## config.mk

```make
export PLATFORM = sky130hd
export DESIGN_NAME = lsu_align_unit
export DESIGN_NICKNAME = d
export VERILOG_FILES = /design/src/rtl/lsu_pkg.sv /design/src/rtl/lsu_agu.sv /design/src/rtl/lsu_store_align.sv /design/src/rtl/lsu_load_extract.sv /design/src/rtl/lsu_align_unit.sv
export SDC_FILE = /design/constraint.sdc
export NUM_CORES = 1
export LEC_CHECK = 0
export ABC_AREA = 1
export BUFFER_PORTS_ARGS = -buffer_cell sky130_fd_sc_hd__buf_2
export CORE_ASPECT_RATIO = 1.5
export CORE_MARGIN = 1.5
export CORE_UTILIZATION = 50
export DETAILED_ROUTE_END_ITERATION = 7
export GPL_ROUTABILITY_DRIVEN = 0
export PLACE_DENSITY = 0.92
export REMOVE_ABC_BUFFERS = 1
export SLEW_MARGIN = 10
export SYNTH_ARGS = -nofsm -noshare
export SYNTH_HDL_FRONTEND = slang
export SYNTH_SLANG_ARGS = --single-unit
```

## constraint.sdc

```tcl
create_clock -name clk -period 3.6 [get_ports clk]
set_input_delay 0.72 -clock clk [delete_from_list [all_inputs] [get_ports clk]]
set_output_delay 0.72 -clock clk [all_outputs]
set_load 0.02 [all_outputs]
```

## src/rtl/lsu_pkg.sv

```systemverilog
// Shared types for the load/store alignment unit.
// Assumes a byte-addressed memory with a word-wide data port.
package lsu_pkg;

    typedef enum logic [1:0] {
        OP_LOAD  = 2'b00,
        OP_STORE = 2'b01,
        OP_LDHI  = 2'b10,
        OP_NONE  = 2'b11
    } lsu_op_e;

    typedef enum logic [1:0] {
        SZ_BYTE = 2'b00,
        SZ_HALF = 2'b01,
        SZ_WORD = 2'b10,
        SZ_SPARE = 2'b11
    } lsu_size_e;

endpackage

```

## src/rtl/lsu_agu.sv

```systemverilog
// Effective address generator.
// Adds a sign-extended short offset to either the base register or the PC.
// Purely combinational; wraps modulo 2^XLEN.
module lsu_agu #(
    parameter int XLEN  = 32,
    parameter int IMM_W = 13
) (
    input  logic [XLEN-1:0]  base_i,
    input  logic [XLEN-1:0]  pc_i,
    input  logic [IMM_W-1:0] imm_i,
    input  logic             use_pc_i,
    output logic [XLEN-1:0]  ea_o
);
    localparam int EXT_W = XLEN - IMM_W;

    logic [XLEN-1:0] offset;
    logic [XLEN-1:0] origin;

    // Sign-extend the offset and pick the address origin.
    always_comb begin
        offset = {{EXT_W{imm_i[IMM_W-1]}}, imm_i};
        origin = use_pc_i ? pc_i : base_i;
        ea_o   = origin + offset;
    end
endmodule

```

## src/rtl/lsu_store_align.sv

```systemverilog
// Store lane steering and alignment check.
// Produces byte strobes shifted to the addressed lane, replicates the
// store value across lanes, and flags addresses not aligned to the size.
// Size code SZ_SPARE behaves like a full word.
module lsu_store_align
    import lsu_pkg::*;
#(
    parameter int XLEN = 32
) (
    input  logic [$clog2(XLEN/8)-1:0] lane_i,
    input  lsu_size_e                 size_i,
    input  logic [XLEN-1:0]           data_i,
    output logic [XLEN/8-1:0]         strb_o,
    output logic [XLEN-1:0]           data_o,
    output logic                      misalign_o
);
    localparam int LANES     = XLEN / 8;
    localparam int LANE_BITS = $clog2(LANES);

    logic [LANES-1:0]     base_mask;
    logic [LANE_BITS-1:0] low_mask;

    // Footprint and required alignment for each size.
    always_comb begin
        unique case (size_i)
            SZ_BYTE: begin
                base_mask = {{(LANES-1){1'b0}}, 1'b1};
                low_mask  = '0;
            end
            SZ_HALF: begin
                base_mask = {{(LANES-2){1'b0}}, 2'b11};
                low_mask  = {{(LANE_BITS-1){1'b0}}, 1'b1};
            end
            default: begin
                base_mask = '1;
                low_mask  = '1;
            end
        endcase
    end

    // Move the footprint to the addressed lane and test alignment.
    always_comb begin
        strb_o     = base_mask << lane_i;
        misalign_o = |(lane_i & low_mask);
    end

    // Replicate the store value so every possible lane carries it.
    for (genvar g = 0; g < LANES; g++) begin : g_lane
        always_comb begin
            unique case (size_i)
                SZ_BYTE: data_o[g*8 +: 8] = data_i[7:0];
                SZ_HALF: data_o[g*8 +: 8] = data_i[(g%2)*8 +: 8];
                default: data_o[g*8 +: 8] = data_i[g*8 +: 8];
            endcase
        end
    end
endmodule

```

## src/rtl/lsu_load_extract.sv

```systemverilog
// Load lane extraction.
// Selects the addressed byte or half-word from a memory word and extends
// it with sign or zero fill. Assumes the lane is aligned to the size.
module lsu_load_extract
    import lsu_pkg::*;
#(
    parameter int XLEN = 32
) (
    input  logic [XLEN-1:0]           word_i,
    input  logic [$clog2(XLEN/8)-1:0] lane_i,
    input  lsu_size_e                 size_i,
    input  logic                      signed_i,
    output logic [XLEN-1:0]           value_o
);
    localparam int LANE_BITS = $clog2(XLEN/8);

    logic [7:0]  byte_sel;
    logic [15:0] half_sel;

    // Pick the addressed byte and half-word.
    always_comb begin
        byte_sel = word_i[{lane_i, 3'b000} +: 8];
        half_sel = word_i[{lane_i[LANE_BITS-1:1], 4'b0000} +: 16];
    end

    // Extend the selected field to full width.
    always_comb begin
        unique case (size_i)
            SZ_BYTE: value_o = {{(XLEN-8){signed_i & byte_sel[7]}}, byte_sel};
            SZ_HALF: value_o = {{(XLEN-16){signed_i & half_sel[15]}}, half_sel};
            default: value_o = word_i;
        endcase
    end
endmodule

```

## src/rtl/lsu_align_unit.sv

```systemverilog
// Load/store address and data alignment unit (top).
// Registers one request per cycle: address, strobes, store data, error and
// the high-immediate result appear one clock after the request. The lane and
// size of the last issued load are held until its word returns on mem_rvalid;
// the extended result appears one clock later. Assumes at most one load is
// outstanding. Synchronous active-low reset.
module lsu_align_unit
    import lsu_pkg::*;
#(
    parameter int XLEN   = 32,
    parameter int IMM_W  = 13,
    parameter int HIMM_W = 19
) (
    input  logic                clk,
    input  logic                rst_n,
    input  logic                req_valid,
    input  logic [1:0]          req_op,
    input  logic [1:0]          req_size,
    input  logic                req_use_pc,
    input  logic                req_signed,
    input  logic [XLEN-1:0]     base_val,
    input  logic [XLEN-1:0]     pc_val,
    input  logic [IMM_W-1:0]    imm_lo,
    input  logic [HIMM_W-1:0]   imm_hi,
    input  logic [XLEN-1:0]     store_val,
    output logic [XLEN-1:0]     mem_addr,
    output logic                mem_re,
    output logic                mem_we,
    output logic [XLEN/8-1:0]   mem_wstrb,
    output logic [XLEN-1:0]     mem_wdata,
    output logic                align_err,
    input  logic                mem_rvalid,
    input  logic [XLEN-1:0]     mem_rdata,
    output logic                ld_valid,
    output logic [XLEN-1:0]     ld_data,
    output logic                hi_valid,
    output logic [XLEN-1:0]     hi_data
);
    localparam int LANES     = XLEN / 8;
    localparam int LANE_BITS = $clog2(LANES);
    localparam int HI_PAD    = XLEN - HIMM_W;

    lsu_op_e               op;
    lsu_size_e             size;
    logic [XLEN-1:0]       ea;
    logic [LANES-1:0]      strb_c;
    logic [XLEN-1:0]       wdata_c;
    logic                  misalign;
    logic                  is_ld;
    logic                  is_st;
    logic                  is_hi;
    logic                  go_ld;
    logic                  go_st;

    logic [LANE_BITS-1:0]  ctx_lane;
    lsu_size_e             ctx_size;
    logic                  ctx_signed;
    logic [XLEN-1:0]       ext_c;

    // Decode the request fields into typed controls.
    always_comb begin
        op    = lsu_op_e'(req_op);
        size  = lsu_size_e'(req_size);
        is_ld = req_valid && (op == OP_LOAD);
        is_st = req_valid && (op == OP_STORE);
        is_hi = req_valid && (op == OP_LDHI);
        go_ld = is_ld && !misalign;
        go_st = is_st && !misalign;
    end

    lsu_agu #(.XLEN(XLEN), .IMM_W(IMM_W)) u_agu (
        .base_i   (base_val),
        .pc_i     (pc_val),
        .imm_i    (imm_lo),
        .use_pc_i (req_use_pc),
        .ea_o     (ea)
    );

    lsu_store_align #(.XLEN(XLEN)) u_st (
        .lane_i     (ea[LANE_BITS-1:0]),
        .size_i     (size),
        .data_i     (store_val),
        .strb_o     (strb_c),
        .data_o     (wdata_c),
        .misalign_o (misalign)
    );

    lsu_load_extract #(.XLEN(XLEN)) u_ld (
        .word_i   (mem_rdata),
        .lane_i   (ctx_lane),
        .size_i   (ctx_size),
        .signed_i (ctx_signed),
        .value_o  (ext_c)
    );

    // Register the memory-side request and the alignment error.
    always_ff @(posedge clk) begin
        if (!rst_n) begin
            mem_addr  <= '0;
            mem_re    <= 1'b0;
            mem_we    <= 1'b0;
            mem_wstrb <= '0;
            mem_wdata <= '0;
            align_err <= 1'b0;
        end else begin
            mem_re    <= go_ld;
            mem_we    <= go_st;
            mem_wstrb <= go_st ? strb_c : '0;
            align_err <= (is_ld || is_st) && misalign;
            if (is_ld || is_st) begin
                mem_addr <= ea;
            end
            if (go_st) begin
                mem_wdata <= wdata_c;
            end
        end
    end

    // Hold the lane, size and fill of the load now in flight.
    always_ff @(posedge clk) begin
        if (!rst_n) begin
            ctx_lane   <= '0;
            ctx_size   <= SZ_WORD;
            ctx_signed <= 1'b0;
        end else if (go_ld) begin
            ctx_lane   <= ea[LANE_BITS-1:0];
            ctx_size   <= size;
            ctx_signed <= req_signed;
        end
    end

    // Capture the extended load value when memory returns it.
    always_ff @(posedge clk) begin
        if (!rst_n) begin
            ld_valid <= 1'b0;
            ld_data  <= '0;
        end else begin
            ld_valid <= mem_rvalid;
            if (mem_rvalid) begin
                ld_data <= ext_c;
            end
        end
    end

    // Build the high-immediate constant with a zero low part.
    always_ff @(posedge clk) begin
        if (!rst_n) begin
            hi_valid <= 1'b0;
            hi_data  <= '0;
        end else begin
            hi_valid <= is_hi;
            if (is_hi) begin
                hi_data <= {imm_hi, {HI_PAD{1'b0}}};
            end
        end
    end
endmodule

```

== Word level (Yosys, flattened, before mapping) ==
Cells that the tools add are included.

* Flip-flop bits (word level): 129
* Logic and storage cells: 45
* Output and inout port bits: 137

* Shift-type cells: 3
* Bitwise logic cells: 3
* Reduce and logical (&&, ||, !) cells: 14
* Add/subtract/negate cells: 1
* Eq/ne operators: 4
* Muxes and demuxes: 7

{| class="wikitable"
|+ Operator list
! kind !! count
|-
| 32-bit one-hot mux with 2 select lines || 1
|-
| 32-bit adder || 1
|-
| 32-bit two-way mux || 1
|-
| 32-bit by 6-bit variable part select with 16-bit output || 1
|-
| 32-bit by 6-bit variable part select with 8-bit output || 1
|-
| 8-bit two-way mux || 2
|-
| 8-bit one-hot mux with 2 select lines || 1
|-
| 4-bit one-hot mux with 2 select lines || 1
|-
| 2-bit by 1-bit equality test with 1-bit output (second input constant) || 3
|-
| 1-bit logical AND || 6
|-
| 2-bit zero test || 3
|-
| 2-bit one-hot mux with 2 select lines || 1
|-
| 2-bit OR reduction || 2
|-
| 4-bit by 2-bit << shifter with 4-bit output || 1
|-
| 1-bit bitwise AND || 2
|-
| 2-bit bitwise AND || 1
|-
| 2-bit equality test (second input constant) || 1
|-
| 2-bit AND reduction || 1
|-
| 1-bit zero test || 1
|-
| 1-bit logical OR || 1
|}

== Depth between registers and ports, before layout ==
* Depth after elaboration: 7
* Mapped depth: 18
* Mapped depth without buffers: 17

== By module ==
A second synthesis with hierarchy kept.

* Cells, all modules: 1425
* Area total of the unflattened synthesis: 8859.7 µm²

{| class="wikitable"
|+ Modules (own cells, without submodules)
! module !! instances !! cells an instance !! area an instance (µm²)
|-
| lsu_align_unit || 1 || 640 || 4775.8
|-
| lsu_agu || 1 || 530 || 2733.9
|-
| lsu_load_extract || 1 || 158 || 835.8
|-
| lsu_store_align || 1 || 97 || 514.2
|}

== Worst setup path after synthesis ==
No wires, ideal clock.

* Kind: in2reg
* Start: in req_use_pc
* End: reg mem_wdata[14]
* Path slack: 0.457 ns
* Data arrival time: 3.017 ns
* Stages: 12
* Buffers on the path: 4
* Path through: clkbuf_1 clkbuf_1 mux2_2 ha_1 inv_1 fa_1 o21ai_2 nor2_4 buf_6 buf_6 o21ai_0 a31oi_1

* Word-level cells in the longest chain between the ends: 6

{| class="wikitable"
|+ Ends and longest elaborated chain
! what !! RTL line !! text
|-
| start, declared || lsu_align_unit.sv:19 || <nowiki>input logic req_use_pc,</nowiki>
|-
| 32-bit two-way mux || lsu_agu.sv:22 || <nowiki>origin = use_pc_i ? pc_i : base_i;</nowiki>
|-
| 32-bit adder || lsu_agu.sv:23 || <nowiki>ea_o = origin + offset;</nowiki>
|-
| 2-bit bitwise AND || lsu_store_align.sv:44 || <nowiki>misalign_o = |(lane_i & low_mask);</nowiki>
|-
| 2-bit OR reduction || lsu_store_align.sv:44 ||
|-
| 1-bit zero test || lsu_align_unit.sv:68 || <nowiki>go_st = is_st && !misalign;</nowiki>
|-
| 1-bit logical AND || lsu_align_unit.sv:68 ||
|-
| end signal, assigned || lsu_align_unit.sv:114 || <nowiki>mem_wdata <= wdata_c;</nowiki>
|-
| end, declared || lsu_align_unit.sv:30 || <nowiki>output logic [XLEN-1:0] mem_wdata,</nowiki>
|}

Every way passes these cells.
A chain may end at the register's enable or synchronous reset.

== Final worst setup path ==
* Start: in req_use_pc
* End: reg mem_wdata[29]

The elaborated chain is that of the path after synthesis.

==> results.tsv <==
stage	metric	value	unit
timing	skew	0.00900	ns
global_route	grt_pass1_wl	41.6	mm
synthesis	synth_top_area_share	31.5	%
final_layout	seqCellArea	0.00258	mm^2
routing	first_pass_iters	5	
final_layout	drive_gt1_share	24.9	%
timing	post-route-period-util	77.2	%
setup_path	critPathMaxFanout	56	
placed_design	dpl-instance-area	0.00972	mm^2
final_layout	final_cell_area	0.0103	mm^2
timing	hold_viol	0	
setup_path	cp-end-kind	flip-flop	
synthesis	synthCells	1278	
die	coreArea	0.0161	mm^2
routing	wl_per_cell	15.2	um
synthesis	avgSynthCellArea	6.41	um^2
routing	vias	9396	
clock_tree	clkSlewWorstSetupHoldPaths	0.07	ns
timing	maxSlewHeadroom	22.5	%
synthesis	synthDistinctLibCells	38	
timing	holdWs	0.444	ns
setup_path	cp_num_buf_inv	3	
synthesis	yosys-top-cells-count	415 x nand2_1, 203 x inv_1, 129 x dfxtp_1	
clock_tree	clk_path_buf_depth	2	
global_route	use_met3	7.55	%
hold_path	hp-class	flip-flop to flip-flop	
synthesis	ys.flop_type	dfxtp_1	
placed_design	dp.cells	1737	
die	die_width	107	um
synthesis	synth_seq_area_share	31.5	%
setup_path	path_class	input pin to flip-flop	
routing	detail-route-antenna-nets	0	
clock_tree	cts-htree-levels	4	
setup_path	required	3.87	ns
clock_tree	cts_sinks	129	
setup_path	cp_top_family	adder cells	
clock_tree	clk_latency	0.42	ns
global_route	grt_util_met2	55.7	%
flow_run	max_cap_violations	0	
final_layout	fin_nets	1752	
die	num_rows	57	
routing	drc_errors	0	
clock_tree	cts-root-buf	clkbuf_16	
die	die_y	160	um
global_route	grt_use_met1	30.1	%
routing	drt_iter0_drc	848	
synthesis	synth_edf_count	0	
synthesis	synth.ff_latch_count	129	
setup_path	slowest_delay	0.49	ns
synthesis	synth_top_area_cell	dfxtp_1	
placed_design	pre_cts_ws	0.405	ns
timing	setup_viol	0	
final_layout	fin_cells	1770	
synthesis	synth_area_leaders	dfxtp_1 32%, nand2_1 19%, inv_1 9.3%	
setup_path	crit_arrival	3.05	ns
clock_tree	cts_buffers	17	
global_route	grt_busiest_layer	met2	
timing	max_freq	0.360	GHz
setup_path	cp_slowest_cell	fa_1	
routing	wl	26.9	mm
global_route	track_usage	30.3	%
clock_tree	post_cts_buffers	0	
setup_path	crit_chain	buf_2, mux2_2, ha_1, inv_1, fa_1, o21ai_2, nor2_4, buf_4, o21ai_0, a41oi_1	
timing	tightestPinTransition	1.16	ns
final_layout	nFillCells	1454	
routing	viasPerCell	5.31	
synthesis	synth.most_common_cell	nand2_1	
pwr	p_per_area	429	mW/mm^2
setup_path	start_kind	input pin	
placed_design	dp_hpwl	20.3	mm
timing	fin_setup_tns	0	ns
pwr	peakVddDrop	0.299	mV
timing	maxSlewViolCount	0	
timing	rsz0062_at_grt	no	
pwr	p_leak	5.89	nW
placed_design	port-buffer-count	293	
die	die-area	0.0172	mm^2
timing	post-route-min-period	2.78	ns
synthesis	syn_area	0.00819	mm^2
die	pin_count	307	
synthesis	ys_warn_count	0	
timing	fin_ws	0.820	ns
final_layout	fin_util	64.0	%
final_layout	area_growth	26.0	%
clock_tree	cts_hold_buf	0	
clock_tree	cts.repair.resized	0	
clock_tree	cts_tree	yes	
final_layout	multi_input_area	0.00454	mm^2
synthesis	async_flop_share	0	%
pwr	power.total	4.43	mW
global_route	grt.overflow.total	0	
die	initial_utilization	50.8	%
global_route	grt_max_degree	75	
global_route	antenna_found_initial	1	
global_route	grt_pass1_vias	9103	
outcome	outcome	completed	
## layout make-up
type,count,share of cell area (%)
multi-input cells,891,44.0
clock inverters,15,1.63
repair buffers,303,15.1
diodes,1,0.0243
well taps,206,2.50
flip-flops and latches,129,25.0
inverters,208,7.59
clock buffers,17,4.12
## cell families after synthesis
| logic type | count (synthesis) | share of synthesized area, % |
|---|---|---|
| muxes | 31 | 4.26 |
| and+or+nand+nor | 564 | 27.6 |
| buffers and inverters | 270 | 13.5 |
| other | 1 | 0.0458 |
| adders and majority gates | 32 | 4.98 |
| AOI/OAI and AO/OA | 237 | 16.6 |
| DFF | 129 | 31.5 |
| xor gates and xnor gates | 14 | 1.50 |
## sequential cells by signal, summed over array words and instances, names as in the netlist, 2 cells and up
name	count
hi_data	19
mem_wdata	32
mem_wstrb	4
ld_data	32
mem_addr	32
ctx_lane	2
ctx_size	2
## report_power, final
part / switching, mW / total [mW] / internal, mW
registers: 0.0497 / 1.57 / 1.52
clock network: 0.776 / 1.70 / 0.928
logic: 0.745 / 1.15 / 0.406
## cells in the final DEF (no fill, tap or decap), drive strengths merged
cell type / instances
and2: 1
dfxtp: 129
nand4: 11
o21bai: 7
a22oi: 1
diode: 1
mux2: 31
ha: 31
a41oi: 9
o21a: 1
o211ai: 16
nor2: 75
xor2: 11
buf: 303
a31oi: 16
clkinv: 6
a21o: 1
a21oi: 90
o21ai: 95
inv: 214
nand3: 50
clkinvlp: 3
fa: 1
conb: 13
nand2: 418
xnor2: 3
nor3: 9
o22ai: 1
clkbuf: 17
## per-layer routing
layer / up-vias / routed length [um]
met5: - / 0
met4: 0 / 1370
met3: 124 / 2090
met2: 493 / 13800
met1: 4202 / 9640
li1: 4577 / -
## final timing paths
kind / cells past startpoint / startpoint / endpoint / slack (ns)
setup / recovery: 10 / req_use_pc / mem_wdata[29]$_SDFFE_PN0N_ / 0.82
hold / removal: 2 / hi_data[20]$_SDFFE_PN0P_ / hi_data[20]$_SDFFE_PN0P_ / 0.44
setup reg to reg: 7 / ctx_lane[1]$_SDFFE_PN0P_ / ld_data[20]$_SDFFE_PN0P_ / 1.80
hold reg to reg: 2 / hi_data[20]$_SDFFE_PN0P_ / hi_data[20]$_SDFFE_PN0P_ / 0.44
## worst min-delay path, stage by stage, from the launching register on
cell and delay (ns):
dfxtp_1 0.31, inv_1 0.04, a21oi_1 0.05
(Power assumes the default switching activity.)
